===== config.mk =====
export PLATFORM = sky130hd
export DESIGN_NAME = sync_count_chain
export DESIGN_NICKNAME = d
export VERILOG_FILES = /design/src/rtl/cnt_pkg.sv /design/src/rtl/toggle_net.sv /design/src/rtl/count_stage.sv /design/src/rtl/sync_count_chain.sv
export SDC_FILE = /design/constraint.sdc
export NUM_CORES = 1
export LEC_CHECK = 0
export ABC_AREA = 1
export CAP_MARGIN = 5
export CORE_MARGIN = 2
export CORE_UTILIZATION = 51
export CTS_CLUSTER_SIZE = 10
export DETAILED_ROUTE_END_ITERATION = 8
export GPL_ROUTABILITY_DRIVEN = 1
export GPL_TIMING_DRIVEN = 0
export PLACE_DENSITY = 0.95
export SETUP_SLACK_MARGIN = 0.1
export SYNTH_ARGS = -nofsm -noshare
export SYNTH_HDL_FRONTEND = slang
export SYNTH_HIERARCHICAL = 1
export SYNTH_SLANG_ARGS = --single-unit

===== constraint.sdc =====
create_clock -name clk -period 3.6 [get_ports clk]
set_input_delay 0.54 -clock clk [delete_from_list [all_inputs] [get_ports clk]]
set_output_delay 0.54 -clock clk [all_outputs]
set_load 0.005 [all_outputs]

===== src/rtl/cnt_pkg.sv =====
package cnt_pkg;

    // Action taken by a stage on the next rising edge, in priority order.
    typedef enum logic [1:0] {
        ACT_HOLD  = 2'd0,
        ACT_COUNT = 2'd1,
        ACT_LOAD  = 2'd2,
        ACT_CLEAR = 2'd3
    } act_e;

    // Clear beats load, load beats count, count needs both enables.
    function automatic act_e pick_action(input logic clr_n,
                                         input logic load_n,
                                         input logic en_p,
                                         input logic en_t);
        act_e a;
        if (!clr_n)
            a = ACT_CLEAR;
        else if (!load_n)
            a = ACT_LOAD;
        else if (en_p && en_t)
            a = ACT_COUNT;
        else
            a = ACT_HOLD;
        return a;
    endfunction

endpackage


===== src/rtl/toggle_net.sv =====
// Per-bit flip enables: bit k flips only when counting and every lower bit is 1.
module toggle_net #(
    parameter int W = 4
) (
    input  logic         run,
    input  logic [W-1:0] cur,
    output logic [W-1:0] flip
);
    logic [W-1:0] chain;

    assign chain[0] = run;

    genvar k;
    generate
        for (k = 1; k < W; k++) begin : g_chain
            assign chain[k] = chain[k-1] & cur[k-1];
        end
    endgenerate

    assign flip = chain;

endmodule


===== src/rtl/count_stage.sv =====
module count_stage
    import cnt_pkg::*;
#(
    parameter int W = 4
) (
    input  logic         clk,
    input  logic         clr_n,
    input  logic         load_n,
    input  logic         en_p,
    input  logic         en_t,
    input  logic [W-1:0] din,
    output logic [W-1:0] q,
    output logic         tc
);
    typedef struct packed {
        logic [W-1:0] cnt;
    } stage_t;

    stage_t       st_d, st_q;
    act_e         act;
    logic [W-1:0] flip;

    toggle_net #(.W(W)) u_tog (
        .run  (en_p & en_t),
        .cur  (st_q.cnt),
        .flip (flip)
    );

    always_comb begin
        act  = pick_action(clr_n, load_n, en_p, en_t);
        st_d = st_q;
        case (act)
            ACT_CLEAR: st_d.cnt = '0;
            ACT_LOAD:  st_d.cnt = din;
            ACT_COUNT: st_d.cnt = st_q.cnt ^ flip;
            default:   st_d.cnt = st_q.cnt;
        endcase
    end

    always_ff @(posedge clk) begin
        st_q <= st_d;
    end

    assign q  = st_q.cnt;
    assign tc = en_t & (&st_q.cnt);

    // Checking starts once a clear has been seen.
    logic seen_clr_q = 1'b0;
    always_ff @(posedge clk) begin
        if (!clr_n) seen_clr_q <= 1'b1;
    end

    p_clear_r1: assert property (@(posedge clk) disable iff (!seen_clr_q)
        !clr_n |=> (q == '0));

    p_load_r2: assert property (@(posedge clk) disable iff (!seen_clr_q)
        (clr_n && !load_n) |=> (q == $past(din)));

    p_incr_r3: assert property (@(posedge clk) disable iff (!seen_clr_q)
        (clr_n && load_n && en_p && en_t) |=> (q == W'($past(q) + 1'b1)));

    p_hold_r4: assert property (@(posedge clk) disable iff (!seen_clr_q)
        (clr_n && load_n && !(en_p && en_t)) |=> $stable(q));

    p_tc_gate_r5: assert property (@(posedge clk) disable iff (!seen_clr_q)
        !en_t |-> !tc);

    p_tc_full_r6: assert property (@(posedge clk) disable iff (!seen_clr_q)
        (en_t && (q == {W{1'b1}})) |-> tc);

endmodule


===== src/rtl/sync_count_chain.sv =====
module sync_count_chain #(
    parameter int STAGE_W = 4,
    parameter int STAGES  = 4
) (
    input  logic                         clk,
    input  logic                         clr_n,
    input  logic                         load_n,
    input  logic                         run_en,
    input  logic                         carry_en,
    input  logic [STAGE_W*STAGES-1:0]    din,
    output logic [STAGE_W*STAGES-1:0]    count,
    output logic                         term_cnt
);
    localparam int TOTAL_W = STAGE_W * STAGES;

    logic [STAGES-1:0] tc_w;
    logic [STAGES-1:0] gate_w;

    genvar s;
    generate
        for (s = 0; s < STAGES; s++) begin : g_stage
            if (s == 0) begin : g_first
                assign gate_w[s] = carry_en;
            end else begin : g_upper
                assign gate_w[s] = tc_w[s-1];
            end

            count_stage #(.W(STAGE_W)) u_stage (
                .clk    (clk),
                .clr_n  (clr_n),
                .load_n (load_n),
                .en_p   (run_en),
                .en_t   (gate_w[s]),
                .din    (din[s*STAGE_W +: STAGE_W]),
                .q      (count[s*STAGE_W +: STAGE_W]),
                .tc     (tc_w[s])
            );
        end
    endgenerate

    assign term_cnt = tc_w[STAGES-1];

    logic seen_clr_q = 1'b0;
    always_ff @(posedge clk) begin
        if (!clr_n) seen_clr_q <= 1'b1;
    end

    p_wide_incr_r7: assert property (@(posedge clk) disable iff (!seen_clr_q)
        (clr_n && load_n && run_en && carry_en)
            |=> (count == TOTAL_W'($past(count) + 1'b1)));

    p_term_r8: assert property (@(posedge clk) disable iff (!seen_clr_q)
        term_cnt |-> (carry_en && (&count)));

    p_run_low_r9: assert property (@(posedge clk) disable iff (!seen_clr_q)
        (clr_n && load_n && !run_en) |=> $stable(count));

endmodule


Yosys cells after proc, flatten, opt, wreduce, memory -nomap -nowiden

Index checks and enable logic that the tools add are counted.

Logic and storage cells: 68
Output and inout bits: 17
Bits of input ports: 21
Register bits after elaboration: 16

Muxes and demuxes: 16
Equal/unequal tests: 12
Bitwise logic cells: 24
Reductions and logical operators: 12

Operators with widths:

| cell                                                                   | number |
|---|---|
| 4-bit case mux with 3 select lines                                     | 4 |
| 1-bit AND                                                              | 20 |
| 2-bit equality test (second input constant)                            | 8 |
| 2-bit two-way mux                                                      | 8 |
| 4-bit AND reduction                                                    | 4 |
| 4-bit bitwise XOR                                                      | 4 |
| 3-bit nonzero test                                                     | 4 |
| 2-bit by 1-bit equality test with 1-bit output (second input constant) | 4 |
| 1-bit logical AND                                                      | 4 |
| 1-bit two-way mux                                                      | 4 |

Longest topological paths before layout

Gate-level depths: netlist of run 1.

Word-level depth: 10
Depth in mapped cells: 15
Gate-level depth less buffers: 15

By module

The synthesis of run 1 kept the hierarchy.

By module, submodules not included:

| module      | cells each | instances | seq. area each (um^2) | area an instance (um^2) |
|---|---|---|---|---|
| count_stage | 44         | 4         | 120.1                 | 281.5 |
| toggle_net  | 7          | 4         | 0.0                   | 38.8 |

Least setup slack after synthesis of run 1

OpenSTA, ideal clock, no wires.

Path kind: input to register
Start point: input port carry_en
End point: register g_stage[3].u_stage.st_q, in the netlist g_stage[3].u_stage/q[3] (data pin)
Data required time: 3348 ps
Path buffers: 0
Data arrival time: 1929 ps
Path slack: 1419 ps
Library setup time: 252 ps
Cell stages on the path: 15
Cell sequence: nand3_1 -> nor3_1 -> nand3_1 -> nor3_1 -> nand3_1 -> nor3_1 -> nand2_1 -> inv_1 -> nand3_2 -> nor2_2 -> inv_1 -> nand2_1 -> nand2_1 -> nand2_1 -> nand2_1

RTL lines:

| what                 | RTL line              | RTL |
|---|---|---|
| from (decl)          | sync_count_chain.sv:9 | `input logic carry_en,` |
| to (signal assigned) | count_stage.sv:41     | `st_q <= st_d;` |
| to (decl)            | count_stage.sv:19     | `stage_t st_d, st_q;` |

Worst setup path in the final report of run 1

Start point: input port carry_en
End point: output port term_cnt

Cells in the longest elaborated chain, start to end: 4

Ends and longest elaborated chain:

| what                | RTL line               | RTL |
|---|---|---|
| 1-bit AND           | count_stage.sv:45      | `assign tc = en_t & (&st_q.cnt);` |
| named net gate_w[1] | sync_count_chain.sv:17 | `logic [STAGES-1:0] gate_w;` |
| 1-bit AND           | count_stage.sv:45      |  |
| named net gate_w[2] | sync_count_chain.sv:17 |  |
| 1-bit AND           | count_stage.sv:45      |  |
| named net gate_w[3] | sync_count_chain.sv:17 |  |
| 1-bit AND           | count_stage.sv:45      |  |
| to (decl)           | sync_count_chain.sv:12 | `output logic term_cnt` |

The timed path passes the listed nets, and every way through them passes these cells.

==> results of run 1 <==
[metrics by stage]
step | hold slack (ns) | power, mW | cells | worst slack, ns
global placement | 0.635 | 0.341 | 271 | 0.207
detailed placement | 0.642 | 0.344 | 271 | 0.188
floorplan | 0.639 | 0.280 | 204 | 1.42
finish | 0.661 | 0.439 | 275 | 0.273
global route | 0.695 | 0.463 | 275 | 0.116
CTS | 0.665 | 0.441 | 275 | 0.180
[layout make-up]
cell class | instances | area (um2)
clock buffer | 3 | 22.5
tap | 30 | 37.5
sequential | 16 | 480
multi-input combinational | 132 | 581
timing repair buffer | 37 | 370
inverter | 52 | 195
buffer | 4 | 30.0
fill | 194 | 712
clock inverter | 1 | 3.75
[routing by layer]
layer  global-route usage  vias to the layer above
met4                0.100                        0
met5                    0                        -
li1                     -                      691
met2                0.343                       27
met1                0.205                      545
met3               0.0250                        5
[worst register-to-register path, stage by stage, from the launching register on]
cell	delay, ns
edfxtp_1	0.45
inv_1	0.08
nor3_1	0.27
nand3_1	0.11
nor3_1	0.21
nand3_1	0.13
nor3_2	0.20
nand2_1	0.15
inv_1	0.13
nand3_2	0.10
nor2_2	0.12
inv_1	0.05
nand2_1	0.05
nand2_1	0.04
nand2_1	0.05
nand2_1	0.04
[power by group through the flow]
stage                     logic (mW)  clock network [mW]  registers [mW]
after CTS                      0.101               0.102           0.239
after global routing           0.112               0.109           0.242
after detailed placement       0.100                   0           0.243
final                          0.101              0.0990           0.239
after global placement        0.0978                   0           0.243
after floorplan               0.0369                   0           0.243
[logic make-up (layout without fill, tap and decap cells)]
family | count (synthesis) | after routing
simple gates | 132 | 132
flops | 16 | 16
buf+inv | 56 | 97
[how the worst max path moves through the flow]
stage / start / end / slack (ns) / cells past startpoint
2_1_floorplan: carry_en / g_stage[3].u_stage/q[3] / 1.42 / 15
3_3_place_gp: carry_en / term_cnt / 0.21 / 10
3_5_place_dp: carry_en / term_cnt / 0.19 / 10
4_1_cts: carry_en / term_cnt / 0.18 / 10
5_1_grt: carry_en / term_cnt / 0.12 / 10
6_report: carry_en / term_cnt / 0.27 / 10
[what timing repair did]
item | 4_1_cts | 5_1_grt
hold buffers | 0 | 0
endpoints found under the setup margin | 0 | 1
gates resized for setup | 0 | 1
[cell usage after synthesis, drive strengths merged]
library cell,instances
buf,4
nor2,8
nand3,28
inv,52
nand2,92
nor3,4
edfxtp,16
[layout by cell type, fill, tap and decap left out]
master | synthesis | layout
nand2_1 | 92 | 92
inv_1 | 52 | 52
clkdlybuf4s50_1 | 0 | 37
nand3_1 | 24 | 24
edfxtp_1 | 16 | 16
nor2_2 | 8 | 8
nand3_2 | 4 | 4
buf_4 | 4 | 4
clkbuf_4 | 0 | 3
nor3_1 | 4 | 3
clkinv_1 | 0 | 1
nor3_2 | 0 | 1
==> results by group, run 1 <==
Status
  – Status: finished clean

Clocking
  – Root Buffer: clkbuf_4
  – Clock sink count: 16
  – CTS tree: yes
  – Max Buffers Root-to-Sink: 2
  – Clk Latency, worst-skew pair: 0.29 ns
  – Number of setup buffers added after CTS: 0
  – Number of buffers created by CTS: 3
  – H-tree Lvls: 1
  – Worst-path clk slew: 0.09 ns

STA
  – Max Clock Skew: 0.00110 ns
  – Relative slew slack: 0.461
  – Setup TNS: 0 ns
  – Fmax: 301 MHz
  – Final Max Tran Viols: 0
  – Final Setup Violations: 0
  – Final hold viol count: 0
  – Least-Margin Pin Slew: 0.806 ns
  – Fin crit share: 0.924
  – RSZ-0062 raised after global routing: no
  – Minimum clock period after layout: 3.33 ns

Run
  – Max-cap violation count: 0

Floorplan
  – Site Rows: 18
  – Core ar.: 0.00243 mm2
  – Die Width: 54.1 um
  – Initial core utilization: 0.527
  – Die ar.: 0.00293 mm2
  – Die span in y: 54.1 um
  – I/O pins: 38

Power and ir drop
  – Clock network power share: 0.226
  – Comb power frac: 0.229
  – Pint: 320 uW
  – Sw frac: 0.270
  – Maximum VDD drop: 0.214 mV
  – Part of the power in registers: 0.545
  – Pwr Density: 255 mW/mm2
  – Net switching power: 118 uW
  – Static leakage: 0.861 nW

Global routing
  – Overall routing resource usage: 0.187
  – Initial antenna violation count: 0
  – Largest net degree at the start of global routing: 25
  – GRT overflow: 0
  – Global-route wire length before repair: 3890 um
  – Vias in the first global route: 985

Synthesis
  – Post-synthesis compound-gate area fraction: 0
  – Largest family of logic cells by synthesized area: simple AND/OR/NAND/NOR gates
  – Synth warn: 6
  – Sequential fraction of the synthesis area: 0.375
  – Top cell type's share of synthesized area: 0.375
  – XOR/XNOR Fraction of Synth Area: 0
  – Netlist Area Pre-Place: 0.00128 mm2
  – Post-Synth Adder-Cell Area: 0
  – #FFs+latches synth: 16
  – Syn Nets: 225
  – Synth area leaders: edfxtp_1 (38%), nand2_1 (27%), inv_1 (15%), nand3_1 (9.4%), nor2_2 (3.9%)
  – Number of library cell types mapped by synthesis: 8
  – Mux cell area share after synthesis: 0
  – Leading area contributor after synthesis: edfxtp_1
  – Average cell area after synthesis: 6.28 um2
  – Synth Instances: 204
  – Synth Area in Simple Gates: 0.449

Routing
  – Max Used Layer: met4
  – Initial DRC count: 21
  – Drt first pass iters: 4
  – Routed vias: 1268
  – Antenna Nets Post-Route: 0
  – Drt wl/cell: 9.11 um
  – Met2 WL: 1290 um
  – DRT met1 WL: 1080 um
  – Vias per cell: 4.61
  – DRT Wirelength: 2500 um
  – # DRC: 0
  – DR WL met3: 70 um

Placement
  – Post-DP Area: 0.00169 mm2
  – Detailed placement HPWL: 1990 um
  – Routability cong.: 0.773
  – IO Port Bufs: 37

Worst setup path
  – Reg2reg end: g_stage[3].u_stage/q[3]
  – CP Max Fanout: 2
  – Crit start category: input pin
  – WS Path Type: in2out
  – Worst r2r src: g_stage[0].u_stage/q[0]
  – Worst setup EP type: output port
  – CP arrival: 2.79 ns
  – Slowest-stage cell, CP: clkdlybuf4s50_1
  – Crit path largest cell delay: 0.52 ns
  – Bufs and invs on worst path: 2
  – CP Cell Sequence: clkdlybuf4s50_1 > nand3_1 > nor3_1 > nand3_1 > nor3_1 > nand3_1 > nor3_2 > nand3_1 > nor3_1 > clkdlybuf4s50_1
  – Register-to-register setup slack: 1.20 ns
  – CP top delay family: simple AND/OR/NAND/NOR gates
  – Most used cell, CP: nand3_1
  – Worst EP required: 3.06 ns
  – Reg2Reg Depth: 15

Cells and area
  – P&R area growth vs syn: 34.3%
  – # diodes: 0
  – Design area: 0.00172 mm2
  – Max FFs per register: 16
  – Core Util, Final: 0.707
  – Layout cell share with drive strength beyond 1: 0.0816
  – Nets@finish: 267

Min path
  – HP Start: g_stage[1].u_stage/q[3]
  – Hold depth: 4
  – WHS Endpoint: g_stage[1].u_stage/q[3]
  – Worst min path class: reg2reg
(Power assumes the default switching activity.)
==> run 2, diff against run 1 <==
- CORE_UTILIZATION: 51 -> 48
- SLEW_MARGIN: unset -> 20
- SYNTH_HIERARCHICAL: 1 -> unset
==> run 2 against run 1 <==
Compared with the run above:
- synthesized cell count fell by 43%
- design area decreased by 11%
- total power grew 0.78%
- hold slack gained 0.074 ns
- sequential share of layout area increased by 3.4 points
- flip-flop and latch count unchanged
- combinational power rose by 6%
==> results by group, run 2 <==
Power and ir drop
  – Part of the power in registers: 0.544 (was 0.545)
  – Maximum VDD drop: 0.254 mV (was 0.214 mV)
  – Pwr Density: 288 mW/mm2 (was 255 mW/mm2)
  – Sw frac: 0.260 (was 0.270)
  – Static leakage: 0.709 nW (was 0.861 nW)
  – Comb power frac: 0.243 (was 0.229)
  – Net switching power: 115 uW (was 118 uW)
  – Pint: 327 uW (was 320 uW)
  – Clock network power share: 0.213 (was 0.226)

STA
  – Least-Margin Pin Slew: 0.583 ns (was 0.806 ns)
  – Setup TNS: 0 ns (unchanged)
  – RSZ-0062 raised after global routing: no (unchanged)
  – Fin crit share: 0.725 (was 0.924)
  – WHS: 0.735 ns (was 0.661 ns)
  – Final Setup Violations: 0 (unchanged)
  – Max Clock Skew: 0.00448 ns (was 0.00110 ns)
  – Relative slew slack: 0.607 (was 0.461)
  – Final Max Tran Viols: 0 (unchanged)
  – Final hold viol count: 0 (unchanged)
  – Fmax: 383 MHz (was 301 MHz)
  – Final WS setup: 0.988 ns (was 0.273 ns)
  – Minimum clock period after layout: 2.61 ns (was 3.33 ns)

Clocking
  – Root Buffer: clkbuf_4 (unchanged)
  – Max Buffers Root-to-Sink: 2 (unchanged)
  – Worst-path clk slew: 0.08 ns (was 0.09 ns)
  – Post-CTS sizing: 0 (unchanged)
  – Clock sink count: 16 (unchanged)
  – CTS tree: yes (unchanged)
  – Number of buffers created by CTS: 3 (unchanged)
  – # hold bufs at CTS: 0 (unchanged)
  – H-tree Lvls: 1 (unchanged)
  – Clk Latency, worst-skew pair: 0.29 ns (about the same)
  – Number of setup buffers added after CTS: 0 (unchanged)

Min path
  – Worst min path class: reg2reg (unchanged)

Synthesis
  – Leading area contributor after synthesis: edfxtp_1 (unchanged)
  – Top cell type's share of synthesized area: 0.434 (was 0.375)
  – Top-count cell post-synth: nand2_1 (unchanged)
  – Synth area leaders: edfxtp_1 (43%), ha_1 (20%), nand2_1 (13%), a21oi_1 (3.6%), inv_1 (3.4%) (was edfxtp_1 (38%), nand2_1 (27%), inv_1 (15%), nand3_1 (9.4%), nor2_2 (3.9%))
  – Netlist Area Pre-Place: 0.00111 mm2 (was 0.00128 mm2)
  – Average cell area after synthesis: 9.46 um2 (was 6.28 um2)
  – Synth async-reset ratio: 0 (unchanged)
  – Synth warn: 0 (was 6)
  – Synth Instances: 117 (was 204)
  – Number of library cell types mapped by synthesis: 17 (was 8)
  – Post-synth top flop: edfxtp_1 (unchanged)
  – #FFs+latches synth: 16 (unchanged)
  – Post-synth EDFFs: 16 (unchanged)
  – Syn Nets: 156 (was 225)
  – Most common library cells after synthesis: nand2_1 (37), ha_1 (18), edfxtp_1 (16) (was nand2_1 (92), inv_1 (52), nand3_1 (24))
  – Sequential fraction of the synthesis area: 0.434 (was 0.375)

Worst setup path
  – Crit start category: input pin (unchanged)
  – CP Max Fanout: 2 (unchanged)
  – Worst EP required: 3.06 ns (about the same)
  – CP top delay family: buffers and inverters (was simple AND/OR/NAND/NOR gates)
  – Bufs and invs on worst path: 3 (was 2)
  – Worst setup EP type: output port (unchanged)
  – CP Cell Sequence: clkdlybuf4s50_1 > nand3_2 > nor2_1 > inv_1 > nor2_1 > clkdlybuf4s50_1 (was clkdlybuf4s50_1 > nand3_1 > nor3_1 > nand3_1 > nor3_1 > nand3_1 > nor3_2 > nand3_1 > nor3_1 > clkdlybuf4s50_1)
  – CP arrival: 2.07 ns (was 2.79 ns)
  – WS Path Type: in2out (unchanged)
  – Slowest-stage cell, CP: clkdlybuf4s50_1 (unchanged)
  – Crit path largest cell delay: 0.52 ns (about the same)

Routing
  – Drt first pass iters: 4 (unchanged)
  – Initial DRC count: 50 (was 21)
  – Met2 WL: 1530 um (was 1290 um)
  – DR WL met3: 204 um (was 70 um)
  – Antenna Nets Post-Route: 0 (unchanged)
  – DRT met1 WL: 1060 um (was 1080 um)
  – Routed vias: 1031 (was 1268)
  – # DRC: 0 (unchanged)
  – Max Used Layer: met4 (unchanged)
  – DRT Wirelength: 2860 um (was 2500 um)
  – Drt wl/cell: 15.4 um (was 9.11 um)
  – Vias per cell: 5.57 (was 4.61)

Floorplan
  – Die ar.: 0.00271 mm2 (was 0.00293 mm2)
  – Site Rows: 17 (was 18)
  – Die Width: 52.0 um (was 54.1 um)
  – I/O pins: 38 (unchanged)
  – Die span in y: 52.0 um (was 54.1 um)
  – Initial core utilization: 0.505 (was 0.527)
  – Core ar.: 0.00219 mm2 (was 0.00243 mm2)

Global routing
  – Overall routing resource usage: 0.226 (was 0.187)
  – Initial antenna violation count: 0 (unchanged)
  – GRT overflow: 0 (unchanged)
  – Global-route wire length before repair: 4350 um (was 3890 um)
  – Vias in the first global route: 1021 (was 985)
  – Largest net degree at the start of global routing: 11 (was 25)

Cells and area
  – Max FFs per register: 16 (unchanged)
  – Cell Count, Final, Fillers Out: 185 (was 275)
  – Multi-input gate area: 582 um2 (was 581 um2)
  – # diodes: 0 (unchanged)
  – Register area: 480 um2 (unchanged)
  – Most frequent cells in the layout: nand2_1 (37), clkdlybuf4s50_1 (37), ha_1 (18) (was nand2_1 (92), inv_1 (52), clkdlybuf4s50_1 (37))
  – Filler cell count: 159 (was 194)
  – P&R area growth vs syn: 38.6% (was 34.3%)
  – Core Util, Final: 0.701 (was 0.707)
  – Layout cell share with drive strength beyond 1: 0.0510 (was 0.0816)
  – Nets@finish: 198 (was 267)

Placement
  – Placed Cells: 182 (was 271)
  – Routability cong.: 0.789 (was 0.773)
  – Detailed placement HPWL: 2230 um (was 1990 um)
  – Dpl ws: 0.896 ns (was 0.188 ns)
  – IO Port Bufs: 37 (unchanged)

Run
  – Max-cap violation count: 0 (unchanged)

Status
  – Status: finished clean (unchanged)
[run 2: power by group through the flow]
stage | registers, mW | clock network, mW | logic, mW
floorplan | 0.244 | 0 | 0.0367
global placement | 0.243 | 0 | 0.100
detailed placement | 0.244 | 0 | 0.106
CTS | 0.240 | 0.0933 | 0.108
global route | 0.242 | 0.0984 | 0.117
finish | 0.240 | 0.0943 | 0.107
[run 2: cells by family after synthesis]
| logic type | after synthesis | synth area share |
|---|---|---|
| compound gates | 14 | 0.0791 |
| xor+xnor | 4 | 0.0316 |
| fa+ha+maj | 18 | 0.203 |
| buf+inv | 12 | 0.0407 |
| flops | 16 | 0.434 |
| simple gates | 53 | 0.211 |
[run 2: worst paths after layout]
check	from	end	slack (ns)	cells past startpoint
worst max-delay path	carry_en	term_cnt	0.99	6
worst min-delay path	g_stage[1].u_stage.q[3]	g_stage[1].u_stage.q[3]	0.73	2
worst max register to register	g_stage[0].u_stage.q[0]	g_stage[2].u_stage.q[3]	1.48	10
worst min register to register	g_stage[1].u_stage.q[3]	g_stage[1].u_stage.q[3]	0.73	2
[run 2: per-layer routing]
metal,global-route usage,up-vias
met1,0.234,474
met4,0.132,0
met3,0.0316,6
met2,0.424,62
li1,-,489
met5,0,-
[run 2: worst reg2reg max path: stages, from the launching register on]
cell	delay, ns
edfxtp_1	0.40
nand2_1	0.14
nor3_4	0.33
nand2_1	0.13
inv_1	0.08
ha_1	0.15
ha_1	0.18
ha_1	0.19
xor2_1	0.17
nand2_1	0.07
a21oi_1	0.15
[run 2: area by class of cell]
| cell class | count | share of cell area |
|---|---|---|
| sequential | 16 | 0.313 |
| timing repair buffer | 37 | 0.241 |
| multi-input combinational | 89 | 0.379 |
| tap | 28 | 0.0228 |
| inverter | 12 | 0.0293 |
| clock buffer | 3 | 0.0147 |
[run 2: per-stage QoR]
stage	power [mW]	instance area (um2)
finish	0.442	1540
detailed placement	0.350	1510
CTS	0.441	1540
global placement	0.343	1510
global route	0.457	1540
floorplan	0.281	1110
==> run 3, diff against run 2 <==
- CORE_UTILIZATION: 48 -> 45
- PLACE_DENSITY: 0.95 -> 0.9
- clock period: 3.6 -> 2.7 ns (I/O delays scaled with it)
==> run 3 against run 2 <==
Compared with the run above:
- via count decreased by 4.5%
- clock-buffer cell count stayed put
- utilization shrank 2.6 points
- clock skew up 0.0057 ns
- hold slack lost 0.011 ns
- highest routed layer unchanged
- non-clock buffer count stayed put
- sequential share of layout area unchanged
- total power increased by 32%
- clock power grew 31%
- sequential power increased by 33%
==> results by group, run 3 (synthesized netlist as in run 2, its figures left out) <==
Status
  – Status: finished clean (unchanged)

STA
  – Least-Margin Pin Slew: 0.614 ns (was 0.583 ns)
  – Final hold viol count: 0 (unchanged)
  – Max Clock Skew: 0.0102 ns (was 0.00448 ns)
  – Final Setup Violations: 0 (unchanged)
  – Relative slew slack: 0.586 (was 0.607)
  – Fin crit share: 0.848
  – Setup TNS: 0 ns (unchanged)
  – Final Max Tran Viols: 0 (unchanged)
  – RSZ-0062 raised after global routing: no (unchanged)
  – WHS: 0.724 ns (was 0.735 ns)
  – Fmax: 437 MHz
  – Minimum clock period after layout: 2.29 ns

Worst setup path
  – Worst r2r src: g_stage[0].u_stage.q[0] (unchanged)
  – Worst setup EP type: output port (unchanged)
  – Register-to-register setup slack: 0.64 ns (was 1.48 ns)
  – Worst Setup SP: carry_en (unchanged)
  – CP Max Fanout: 2 (unchanged)
  – Reg2Reg Depth: 10 (unchanged)
  – WS Path Type: in2out (unchanged)
  – Crit start category: input pin (unchanged)
  – CP arrival: 1.88 ns (was 2.07 ns)
  – Worst EP required: 2.30 ns (was 3.06 ns)
  – CP endpoint: term_cnt (unchanged)
  – Reg2reg end: g_stage[3].u_stage.q[3] (was g_stage[2].u_stage.q[3])

Clocking
  – Root Buffer: clkbuf_4 (unchanged)
  – Max Buffers Root-to-Sink: 2 (unchanged)
  – H-tree Lvls: 1 (unchanged)
  – Number of buffers created by CTS: 3 (unchanged)
  – Post-CTS sizing: 0 (unchanged)
  – CTS tree: yes (unchanged)
  – Clock sink count: 16 (unchanged)
  – Clk Latency, worst-skew pair: 0.29 ns (about the same)
  – Worst-path clk slew: 0.08 ns (about the same)
  – # hold bufs at CTS: 0 (unchanged)
  – Number of setup buffers added after CTS: 0 (unchanged)

Cells and area
  – # diodes: 0 (unchanged)
  – Core Util, Final: 0.675 (was 0.701)
  – Layout cell share with drive strength beyond 1: 0.0510 (unchanged)
  – Multi-input gate area: 582 um2 (unchanged)
  – Filler cell count: 175 (was 159)
  – Max FFs per register: 16 (unchanged)
  – Register area: 480 um2 (unchanged)
  – Most frequent cells in the layout: nand2_1 (37), clkdlybuf4s50_1 (37), ha_1 (18) (unchanged)
  – Nets@finish: 198 (unchanged)
  – P&R area growth vs syn: 38.6% (unchanged)

Global routing
  – Initial antenna violation count: 0 (unchanged)
  – Largest net degree at the start of global routing: 11 (unchanged)
  – Vias in the first global route: 1034 (was 1021)
  – Overall routing resource usage: 0.213 (was 0.226)
  – GRT overflow: 0 (unchanged)
  – Global-route wire length before repair: 4370 um (was 4350 um)

Power and ir drop
  – Maximum VDD drop: 0.280 mV (was 0.254 mV)
  – Static leakage: 0.709 nW (unchanged)
  – Pwr Density: 381 mW/mm2 (was 288 mW/mm2)
  – Design Power: 586 uW (was 442 uW)

Routing
  – Initial DRC count: 35 (was 50)
  – Routed vias: 985 (was 1031)
  – # DRC: 0 (unchanged)
  – Antenna Nets Post-Route: 0 (unchanged)
  – Drt wl/cell: 14.4 um (was 15.4 um)
  – DRT Wirelength: 2660 um (was 2860 um)
  – Drt first pass iters: 4 (unchanged)
  – Vias per cell: 5.32 (was 5.57)

Placement
  – Routability cong.: 0.769 (was 0.789)
  – IO Port Bufs: 37 (unchanged)
  – Detailed placement HPWL: 2160 um (was 2230 um)

Run
  – Max-cap violation count: 0 (unchanged)

Min path
  – Worst min path class: reg2reg (unchanged)

Floorplan
  – Die Width: 53.6 um (was 52.0 um)
  – Die ar.: 0.00287 mm2 (was 0.00271 mm2)
  – Core ar.: 0.00228 mm2 (was 0.00219 mm2)
  – Die span in y: 53.6 um (was 52.0 um)
  – I/O pins: 38 (unchanged)
  – Initial core utilization: 0.487 (was 0.505)
  – Site Rows: 17 (unchanged)
[run 3: cell counts in the layout (fill, tap and decap cells not counted)]
No cell type changed its count.
[run 3: metrics by stage]
step | setup slack, ns | cell area, um2 | instances
2_1_floorplan | 0.940 | 1110 | 117
3_5_place_dp | 0.163 | 1510 | 182
6_report | 0.411 | 1540 | 185
3_3_place_gp | 0.267 | 1510 | 182
5_1_grt | 0.242 | 1540 | 185
4_1_cts | 0.430 | 1540 | 185
[run 3: where the power goes]
part	internal (mW)	total, mW	switching, mW
Clock	0.0518	0.124	0.0724
Sequential	0.300	0.320	0.0197
Combinational	0.0835	0.141	0.0577
[run 3: layer usage]
metal,up-vias,track usage,wire length [um]
met5,-,0,0
li1,484,-,-
met2,38,0.409,1490
met4,0,0.0897,29
met1,456,0.226,998
met3,7,0.0361,142
[run 3: worst min path at each step]
stage,start,end,cells after the start
floorplan,din[4],g_stage[1].u_stage.q[0],2
detailed placement,g_stage[3].u_stage.q[3],g_stage[3].u_stage.q[3],3
finish,g_stage[3].u_stage.q[3],g_stage[3].u_stage.q[3],3
global route,g_stage[3].u_stage.q[3],g_stage[3].u_stage.q[3],3
CTS,g_stage[3].u_stage.q[3],g_stage[3].u_stage.q[3],3
global placement,g_stage[1].u_stage.q[3],g_stage[1].u_stage.q[3],2
[run 3: area by class of cell]
cell class | count | share of cell area
inverters | 12 | 0.0293
flip-flops and latches | 16 | 0.313
well taps | 28 | 0.0228
multi-input cells | 89 | 0.379
clock buffers | 3 | 0.0147
repair buffers | 37 | 0.241
[run 3: worst max-delay path, cell delays in order]
cell and delay, ns:
clkdlybuf4s50_1 0.49, nand3_2 0.12, nor2_1 0.16, inv_1 0.07
nor2_1 0.13, clkdlybuf4s50_1 0.52
